===== src/rtl/cfgp_pkg.sv =====
package cfgp_pkg;
  localparam int FRAME_W = 24;
  localparam int MODE_W  = 2;
  localparam int PAY_W   = FRAME_W - MODE_W;
  localparam int NUM_TGT = 3;
  localparam int SYNC_STAGES = 2;

  typedef enum logic [MODE_W-1:0] {
    MODE_GAIN = 2'b00,
    MODE_PRIM = 2'b01,
    MODE_SEC  = 2'b10,
    MODE_TEST = 2'b11
  } mode_e;

  localparam int TGT_GAIN = 0;
  localparam int TGT_PRIM = 1;
  localparam int TGT_SEC  = 2;
endpackage


===== src/rtl/cfgp_sync.sv =====
module cfgp_sync #(
  parameter int W      = 1,
  parameter int STAGES = 2
) (
  input  logic         clk,
  input  logic         rst_n,
  input  logic [W-1:0] d,
  output logic [W-1:0] q
);
  logic [W-1:0] stage_q [STAGES];

  for (genvar s = 0; s < STAGES; s++) begin : g_stage
    if (s == 0) begin : g_first
      always_ff @(posedge clk or negedge rst_n) begin
        if (!rst_n) stage_q[s] <= '0;
        else        stage_q[s] <= d;
      end
    end else begin : g_next
      always_ff @(posedge clk or negedge rst_n) begin
        if (!rst_n) stage_q[s] <= '0;
        else        stage_q[s] <= stage_q[s-1];
      end
    end
  end

  assign q = stage_q[STAGES-1];
endmodule


===== src/rtl/cfgp_shifter.sv =====
module cfgp_shifter #(
  parameter int FRAME_W = 24,
  localparam int CNT_W  = $clog2(FRAME_W + 2)
) (
  input  logic               clk,
  input  logic               rst_n,
  input  logic               data_s,
  input  logic               shift_s,
  input  logic               clr,
  output logic [FRAME_W-1:0] frame,
  output logic [CNT_W-1:0]   count
);
  localparam logic [CNT_W-1:0] CNT_MAX = CNT_W'(FRAME_W + 1);

  logic               shift_d_q;
  logic               shift_rise;
  logic [FRAME_W-1:0] sr_q, sr_n;
  logic [CNT_W-1:0]   cnt_q, cnt_n;

  assign shift_rise = shift_s & ~shift_d_q;

  always_comb begin
    sr_n  = sr_q;
    cnt_n = cnt_q;
    if (clr) begin
      sr_n  = '0;
      cnt_n = '0;
    end else if (shift_rise) begin
      sr_n = {sr_q[FRAME_W-2:0], data_s};
      if (cnt_q != CNT_MAX) cnt_n = cnt_q + 1'b1;
    end
  end

  always_ff @(posedge clk or negedge rst_n) begin
    if (!rst_n) begin
      shift_d_q <= 1'b0;
      sr_q      <= '0;
      cnt_q     <= '0;
    end else begin
      shift_d_q <= shift_s;
      sr_q      <= sr_n;
      cnt_q     <= cnt_n;
    end
  end

  assign frame = sr_q;
  assign count = cnt_q;
endmodule


===== src/rtl/cfgp_decode.sv =====
module cfgp_decode
  import cfgp_pkg::*;
#(
  parameter int FRAME_W = 24,
  parameter int MODE_W  = 2,
  parameter int NUM_TGT = 3,
  localparam int CNT_W  = $clog2(FRAME_W + 2)
) (
  input  logic               clk,
  input  logic               rst_n,
  input  logic               latch_s,
  input  logic [FRAME_W-1:0] frame,
  input  logic [CNT_W-1:0]   count,
  output logic               commit,
  output logic [NUM_TGT-1:0] load,
  output logic               err
);
  logic  latch_d_q;
  logic  len_ok;
  logic  err_q, err_n;
  mode_e mode;

  assign commit = latch_s & ~latch_d_q;
  assign len_ok = (count == CNT_W'(FRAME_W));
  assign mode   = mode_e'(frame[FRAME_W-1 -: MODE_W]);

  always_comb begin
    load = '0;
    if (commit && len_ok) begin
      unique case (mode)
        MODE_GAIN: load[TGT_GAIN] = 1'b1;
        MODE_PRIM: load[TGT_PRIM] = 1'b1;
        MODE_SEC:  load[TGT_SEC]  = 1'b1;
        MODE_TEST: load = '0;
      endcase
    end
  end

  assign err_n = commit & ~len_ok;

  always_ff @(posedge clk or negedge rst_n) begin
    if (!rst_n) begin
      latch_d_q <= 1'b0;
      err_q     <= 1'b0;
    end else begin
      latch_d_q <= latch_s;
      err_q     <= err_n;
    end
  end

  assign err = err_q;
endmodule


===== src/rtl/cfgp_regbank.sv =====
module cfgp_regbank #(
  parameter int PAY_W   = 22,
  parameter int NUM_TGT = 3
) (
  input  logic                     clk,
  input  logic                     rst_n,
  input  logic [NUM_TGT-1:0]       load,
  input  logic [PAY_W-1:0]         payload,
  output logic [NUM_TGT*PAY_W-1:0] words,
  output logic [NUM_TGT-1:0]       upd
);
  for (genvar t = 0; t < NUM_TGT; t++) begin : g_tgt
    logic [PAY_W-1:0] word_q, word_n;
    logic             upd_q;

    always_comb begin
      word_n = word_q;
      if (load[t]) word_n = payload;
    end

    always_ff @(posedge clk or negedge rst_n) begin
      if (!rst_n) begin
        word_q <= '0;
        upd_q  <= 1'b0;
      end else begin
        word_q <= word_n;
        upd_q  <= load[t];
      end
    end

    assign words[t*PAY_W +: PAY_W] = word_q;
    assign upd[t] = upd_q;
  end
endmodule


===== src/rtl/cfg_serial_port.sv =====
module cfg_serial_port
  import cfgp_pkg::*;
#(
  parameter int P_FRAME_W = cfgp_pkg::FRAME_W,
  parameter int P_MODE_W  = cfgp_pkg::MODE_W,
  parameter int P_SYNC    = cfgp_pkg::SYNC_STAGES,
  localparam int P_PAY_W  = P_FRAME_W - P_MODE_W,
  localparam int P_CNT_W  = $clog2(P_FRAME_W + 2)
) (
  input  logic               clk,
  input  logic               rst_n,
  input  logic               cfg_data,
  input  logic               cfg_shift,
  input  logic               cfg_latch,
  output logic [P_PAY_W-1:0] gain_word,
  output logic [P_PAY_W-1:0] prim_word,
  output logic [P_PAY_W-1:0] sec_word,
  output logic               upd_gain,
  output logic               upd_prim,
  output logic               upd_sec,
  output logic               frame_err,
  output logic               mclk_ratio_512
);
  localparam int RATIO_BIT = P_PAY_W - 1;

  logic [1:0]                 rst_pipe_q;
  logic                       rst_int_n;
  logic [2:0]                 pins_s;
  logic [P_FRAME_W-1:0]       frame;
  logic [P_CNT_W-1:0]         count;
  logic                       commit;
  logic [NUM_TGT-1:0]         load;
  logic [NUM_TGT*P_PAY_W-1:0] words;
  logic [NUM_TGT-1:0]         upd;

  always_ff @(posedge clk or negedge rst_n) begin
    if (!rst_n) rst_pipe_q <= 2'b00;
    else        rst_pipe_q <= {rst_pipe_q[0], 1'b1};
  end
  assign rst_int_n = rst_pipe_q[1];

  cfgp_sync #(.W(3), .STAGES(P_SYNC)) u_sync (
    .clk   (clk),
    .rst_n (rst_int_n),
    .d     ({cfg_latch, cfg_shift, cfg_data}),
    .q     (pins_s)
  );

  cfgp_shifter #(.FRAME_W(P_FRAME_W)) u_shift (
    .clk     (clk),
    .rst_n   (rst_int_n),
    .data_s  (pins_s[0]),
    .shift_s (pins_s[1]),
    .clr     (commit),
    .frame   (frame),
    .count   (count)
  );

  cfgp_decode #(.FRAME_W(P_FRAME_W), .MODE_W(P_MODE_W), .NUM_TGT(NUM_TGT)) u_dec (
    .clk     (clk),
    .rst_n   (rst_int_n),
    .latch_s (pins_s[2]),
    .frame   (frame),
    .count   (count),
    .commit  (commit),
    .load    (load),
    .err     (frame_err)
  );

  cfgp_regbank #(.PAY_W(P_PAY_W), .NUM_TGT(NUM_TGT)) u_regs (
    .clk     (clk),
    .rst_n   (rst_int_n),
    .load    (load),
    .payload (frame[P_PAY_W-1:0]),
    .words   (words),
    .upd     (upd)
  );

  assign gain_word      = words[TGT_GAIN*P_PAY_W +: P_PAY_W];
  assign prim_word      = words[TGT_PRIM*P_PAY_W +: P_PAY_W];
  assign sec_word       = words[TGT_SEC*P_PAY_W +: P_PAY_W];
  assign upd_gain       = upd[TGT_GAIN];
  assign upd_prim       = upd[TGT_PRIM];
  assign upd_sec        = upd[TGT_SEC];
  assign mclk_ratio_512 = sec_word[RATIO_BIT];
endmodule


===== config.mk =====
export PLATFORM = sky130hd
export DESIGN_NAME = cfg_serial_port
export DESIGN_NICKNAME = d
export VERILOG_FILES = /design/src/rtl/cfgp_pkg.sv /design/src/rtl/cfgp_sync.sv /design/src/rtl/cfgp_shifter.sv /design/src/rtl/cfgp_decode.sv /design/src/rtl/cfgp_regbank.sv /design/src/rtl/cfg_serial_port.sv
export SDC_FILE = /design/constraint.sdc
export NUM_CORES = 1
export LEC_CHECK = 0
export CORE_MARGIN = 2
export CORE_UTILIZATION = 46
export CTS_BUF_LIST = sky130_fd_sc_hd__clkbuf_16
export CTS_CLUSTER_SIZE = 20
export DETAILED_ROUTE_END_ITERATION = 6
export PLACE_DENSITY = 0.75
export SYNTH_ARGS = -nofsm -noshare
export SYNTH_HDL_FRONTEND = slang
export SYNTH_SLANG_ARGS = --single-unit

===== constraint.sdc =====
create_clock -name clk -period 3.8 [get_ports clk]
set_clock_uncertainty 0.15 [all_clocks]
set_input_delay 0.57 -clock clk [delete_from_list [all_inputs] [get_ports clk]]
set_output_delay 0.57 -clock clk [all_outputs]
set_load 0.05 [all_outputs]

# Word-level counts from Yosys, hierarchy flattened
# Index checks and enable logic that the tools add are counted.
# totals
regBits	109
inputBits	5
out_inout_bits	71
wordCells	39
# classes
n_addsub	1
n_eq_ne	4
n_mux	9
n_bitwise	6
reduce_logical	5
# ops
op	n
$mux 24	2
$mux 5	3
$add 5x1->5 const B	1
$eq 5x5->1 const B	1
$ne 5x5->1 const B	1
$reduce_bool 2->1	2
$and 1x1->1	3
$mux 1	3
$mux 3	1
$not 1->1	3
$eq 2x1->1 const B	1
$eq 2x2->1 const B	1
$logic_not 2->1	1
$reduce_and 2->1	1
$logic_and 1x1->1	1

# Depth between registers and ports, before layout
# logic_depth
ltp_word	4
ltp_mapped	6
depth_no_buf	5

# Modules after synthesis
# Synthesis repeated with hierarchy kept, for this count alone.
# hier_totals
cells_unflattened	303
hier_area_um2	4177.8
# by_module_without_submodules
mod	instances	cells_each	area_per_inst_um2
cfgp_regbank	1	144	2560.0
cfgp_shifter	1	135	1265.0
cfgp_sync	1	9	172.7
cfgp_decode	1	11	118.9
cfg_serial_port	1	4	61.3

# Worst setup path before layout
# OpenSTA, ideal clock, no wires.
# synth_path
kind	register -> register
from	register u_shift.cnt_q[0], in the netlist u_shift.count[0]
to	register u_regs.g_tgt[1].word_q[10]
t_arrival_ns	1.538
setup_slack_ns	1.987
stages_incl_launch_ff	7
path_buffers	1
synth_period_minus_slack_ns	1.813
path_cell_list	dfrtp_1 > inv_1 > ha_1 > and4b_2 > nand4b_4 > buf_6 > mux2_4
# synth_between
elab_chain_len	3
# synth_lines
item	line	text
start, declared	cfgp_shifter.sv:18	logic [CNT_W-1:0] cnt_q, cnt_n;
start signal, assigned	cfgp_shifter.sv:42	cnt_q <= cnt_n;
$eq 5x5->1	cfgp_decode.sv:24	assign len_ok = (count == CNT_W'(FRAME_W));
$logic_and 1x1->1	cfgp_decode.sv:29	if (commit && len_ok) begin
$mux 3	cfgp_decode.sv:29	
end signal, assigned	cfgp_regbank.sv:26	word_q <= word_n;
end, declared	cfgp_regbank.sv:13	logic [PAY_W-1:0] word_q, word_n;
# No other way between the ends.
# A chain may end at the register's enable or synchronous reset.

# Final worst setup path
# layout_path
from	register u_shift.cnt_q[0], in the netlist u_shift.count[0]
to	register u_regs.g_tgt[2].word_q[10]
# layout_between
elab_chain_len	3
# layout_lines
item	line
$eq 5x5->1	cfgp_decode.sv:24
$logic_and 1x1->1	cfgp_decode.sv:29
$mux 3	cfgp_decode.sv:29
end signal, assigned	cfgp_regbank.sv:26
end, declared	cfgp_regbank.sv:13
# No other way between the ends.

==> results by group <==
STA
  • Worst slew pin tran: around 1.1 ns
  • Final Cycle Share: 0.611
  • WHS: about 0.2 ns
  • Slew Viols, Final: 0
  • Slew headroom: 0.289
  • Final Worst Setup Slack: between 1 and 1.5 ns
  • Crit path time final: ~2.3 ns
  • Fmax: 0.431 GHz
  • Setup TNS: 0 ns
  • Hold Violations, Final: 0
  • Final setup fails: 0
  • RSZ-0062 raised after global routing: false

Route
  • Antenna-violating nets left: 0
  • Max Used Layer: met4
  • DR pass1 iterations: 4
  • Met3 WL: approximately 280 um
  • Avg WL per Cell: roughly 16 um
  • Remaining DRCs: 0
  • Routed WL: between 7000 and 8000 um
  • Met2 Routed Length: between 3000 and 4000 um
  • Via density: approximately 5.1
  • DR iter-0 viols: between 80 and 90
  • M1 wire length: approximately 3600 um
  • Vias: approximately 2500

Clock network
  • Total CTS buffers: 9
  • Clk Latency, worst-skew pair: 0.34 ns
  • CTS Root Cell: clkbuf_16
  • CTS tree: done
  • Postcts setup bufs: 0
  • PostCTS Resize Cnt: 0
  • CTS Sinks: roughly 110
  • Max Root-Sink Buffers: 2
  • Worst-path clk slew: 0.07 ns
  • Post-CTS Hold Buffers: 0
  • CTS HTree Levels: 3

Logic synthesis
  • Sequential area share after synthesis: 0.632
  • Post-synth EDFFs: 0
  • Synth cell types: 29
  • Xor/xnor share of the synthesized area: 0
  • Mux share of post-synthesis cell area: 0.206
  • Post-Synth Adder-Cell Area: 0.00869
  • Share of flip-flops with an asynchronous set or reset: 1.00
  • Largest family of logic cells by synthesized area: multiplexers
  • Synth Cell Area: 4320 sq um
  • Avg Cell Area, Syn: between 10 and 15 sq um
  • Top FF cell, synth: dfrtp_1
  • Syn_nets: between 300 and 400
  • Post-synthesis compound-gate area fraction: 0.0394
  • Synth Warn #: 0
  • Synth Register Bits: around 110
  • Simple logic cell fraction of the synthesized area: 0.0840
  • Synth Instances: approximately 300

Placement
  • GPL Wtd Cong: 0.711
  • Placed inst area: between 5000 and 6000 sq um
  • PortBufs: 75
  • Worst slack, placed: roughly 1.5 ns
  • DPL Wire Length: 4960 um

Floorplanning
  • Chip height: between 100 and 150 um
  • Row count: 35
  • Core Area: about 9200 sq um
  • Initial core utilization: 0.472
  • Die footprint: 10200 sq um
  • IO Count: 76
  • Die Wd: ~100 um

Min path
  • WHS Path Cells: 0
  • Tightest Hold Check Type: reg2reg

Finish
  • Final nets: around 380
  • Most frequent cells in the layout: dfrtp_1, clkdlybuf4s50_1, nand2_1
  • Final instance area: ~5400 sq um
  • Antenna diode count: 0
  • Filler instances: slightly above 700
  • Layout cells sized above 1: 0.233
  • Most common cell after layout, fill and taps aside: dfrtp_1
  • Register area: 2730 sq um
  • P&R area growth vs syn: 26.1%
  • Area occupied by multi-input gates: 1470 sq um

Power and ir drop
  • Max VDD drop: just under 0.0003 V
  • Switching share of power: 0.204
  • Total power: roughly 0.0022 W
  • Combinational fraction of design power: 0.023
  • Flop pwr share: 0.539
  • Part of the power in the clock network: 0.439
  • Net Switching: between 0.0004 and 0.0005 W
  • P_leak: between 2 and 3 nW
  • P_int: 0.00176 W
  • Power Density: just over 400 nW/um^2

Setup path
  • Arr. time, crit path: about 2.4 ns
  • Critical Path Sink Type: flip-flop
  • Crit Path Category: reg2reg
  • Critical Path RT: about 3.9 ns
  • CP max FO: 22
  • Worst Reg-to-Reg Cells: 5
  • Startpoint Class: flip-flop

GRT
  • Vias in the first global route: 2500
  • Initial antenna violation count: 0
  • Largest net degree at the start of global routing: 57
  • Overall routing resource usage: 0.163
  • Global-route wire length before repair: about 13000 um
  • Gr ovfl total: 0

Job
  • Max_cap viols: 0

Outcome
  • Status: finished clean
-- synth_stat cells, types with 3 or more instances --
cell | number | area [sq um]
a21oi_1 | 28 | 140
buf_6 | 6 | 67.6
clkbuf_1 | 5 | 18.8
dfrtp_1 | 109 | 2730
ha_1 | 3 | 37.5
inv_1 | 4 | 15.0
mux2_2 | 26 | 293
mux2_4 | 39 | 586
nand2_1 | 51 | 191
o21ai_0 | 3 | 15.0
or3_1 | 3 | 18.8
-- stage by stage --
| stage | utilization | std cells |
|---|---|---|
| 5_1_grt | 0.595 | 489 |
| 6_report | 0.595 | 489 |
| 3_3_place_gp | 0.560 | 473 |
| 3_5_place_dp | 0.560 | 473 |
| 4_1_cts | 0.595 | 489 |
| 2_1_floorplan | - | 301 |
-- routing by layer --
metal,up-vias,track usage
met5,-,0
met4,0,0.0601
met3,8,0.0374
met2,50,0.250
met1,1251,0.229
li1,1169,-
-- cell families (layout without fill, tap and decap cells) --
logic type,count (synthesis),after routing
flops,109,109
fa+ha+maj,3,3
compound gates,33,33
mux,66,66
simple gates,69,69
other cells,1,1
buf+inv,20,97
-- state kept, by name, indices dropped and copies added, names as in the netlist --
name                 cells
u_sync.q                 3
u_sync.stage_q           3
u_shift.frame           24
u_dec.err                1
u_regs.g_tgt.upd_q       3
u_regs.g_tgt.word_q     66
u_dec.latch_d_q          1
u_shift.count            5
rst_pipe_q               2
u_shift.shift_d_q        1
-- cell type report --
class | count | share of cell area
Clock buffer | 9 | 0.0414
Clock inverter | 7 | 0.0165
Inverter | 4 | 0.00276
Multi-Input combinational cell | 172 | 0.269
Sequential cell | 109 | 0.502
Tap cell | 111 | 0.0255
Timing Repair Buffer | 77 | 0.143
-- critical path, stage by stage (launching register included) --
cell and delay [ns]:
dfrtp_1 0.44, inv_1 0.08, ha_1 0.13, and4b_2 0.36
nand4b_4 0.54, mux2_4 0.50
-- power by group through the flow --
stage          logic [W]  registers, W  clock network [W]
2_1_floorplan  0.0000260       0.00122                  0
3_3_place_gp   0.0000493       0.00121                  0
3_5_place_dp   0.0000508       0.00122                  0
4_1_cts        0.0000512       0.00119           0.000990
5_1_grt        0.0000580       0.00120            0.00105
6_report       0.0000500       0.00119           0.000971
-- final timing paths --
path / slack, ns / end / start
min in group asynchronous: 0.23 / rst_pipe_q[1] / rst_n
worst max register to register: 1.48 / u_regs.g_tgt[2].word_q[10] / u_shift.count[0]
worst min register to register: 0.20 / u_sync.q[0] / u_sync.stage_q[3]
worst max-delay path: 1.48 / u_regs.g_tgt[2].word_q[10] / u_shift.count[0]
max in group asynchronous: 2.53 / u_regs.g_tgt[2].word_q[3] / rst_pipe_q[1]
worst min-delay path: 0.20 / u_sync.q[0] / u_sync.stage_q[3]
(Power assumes the default switching activity.)
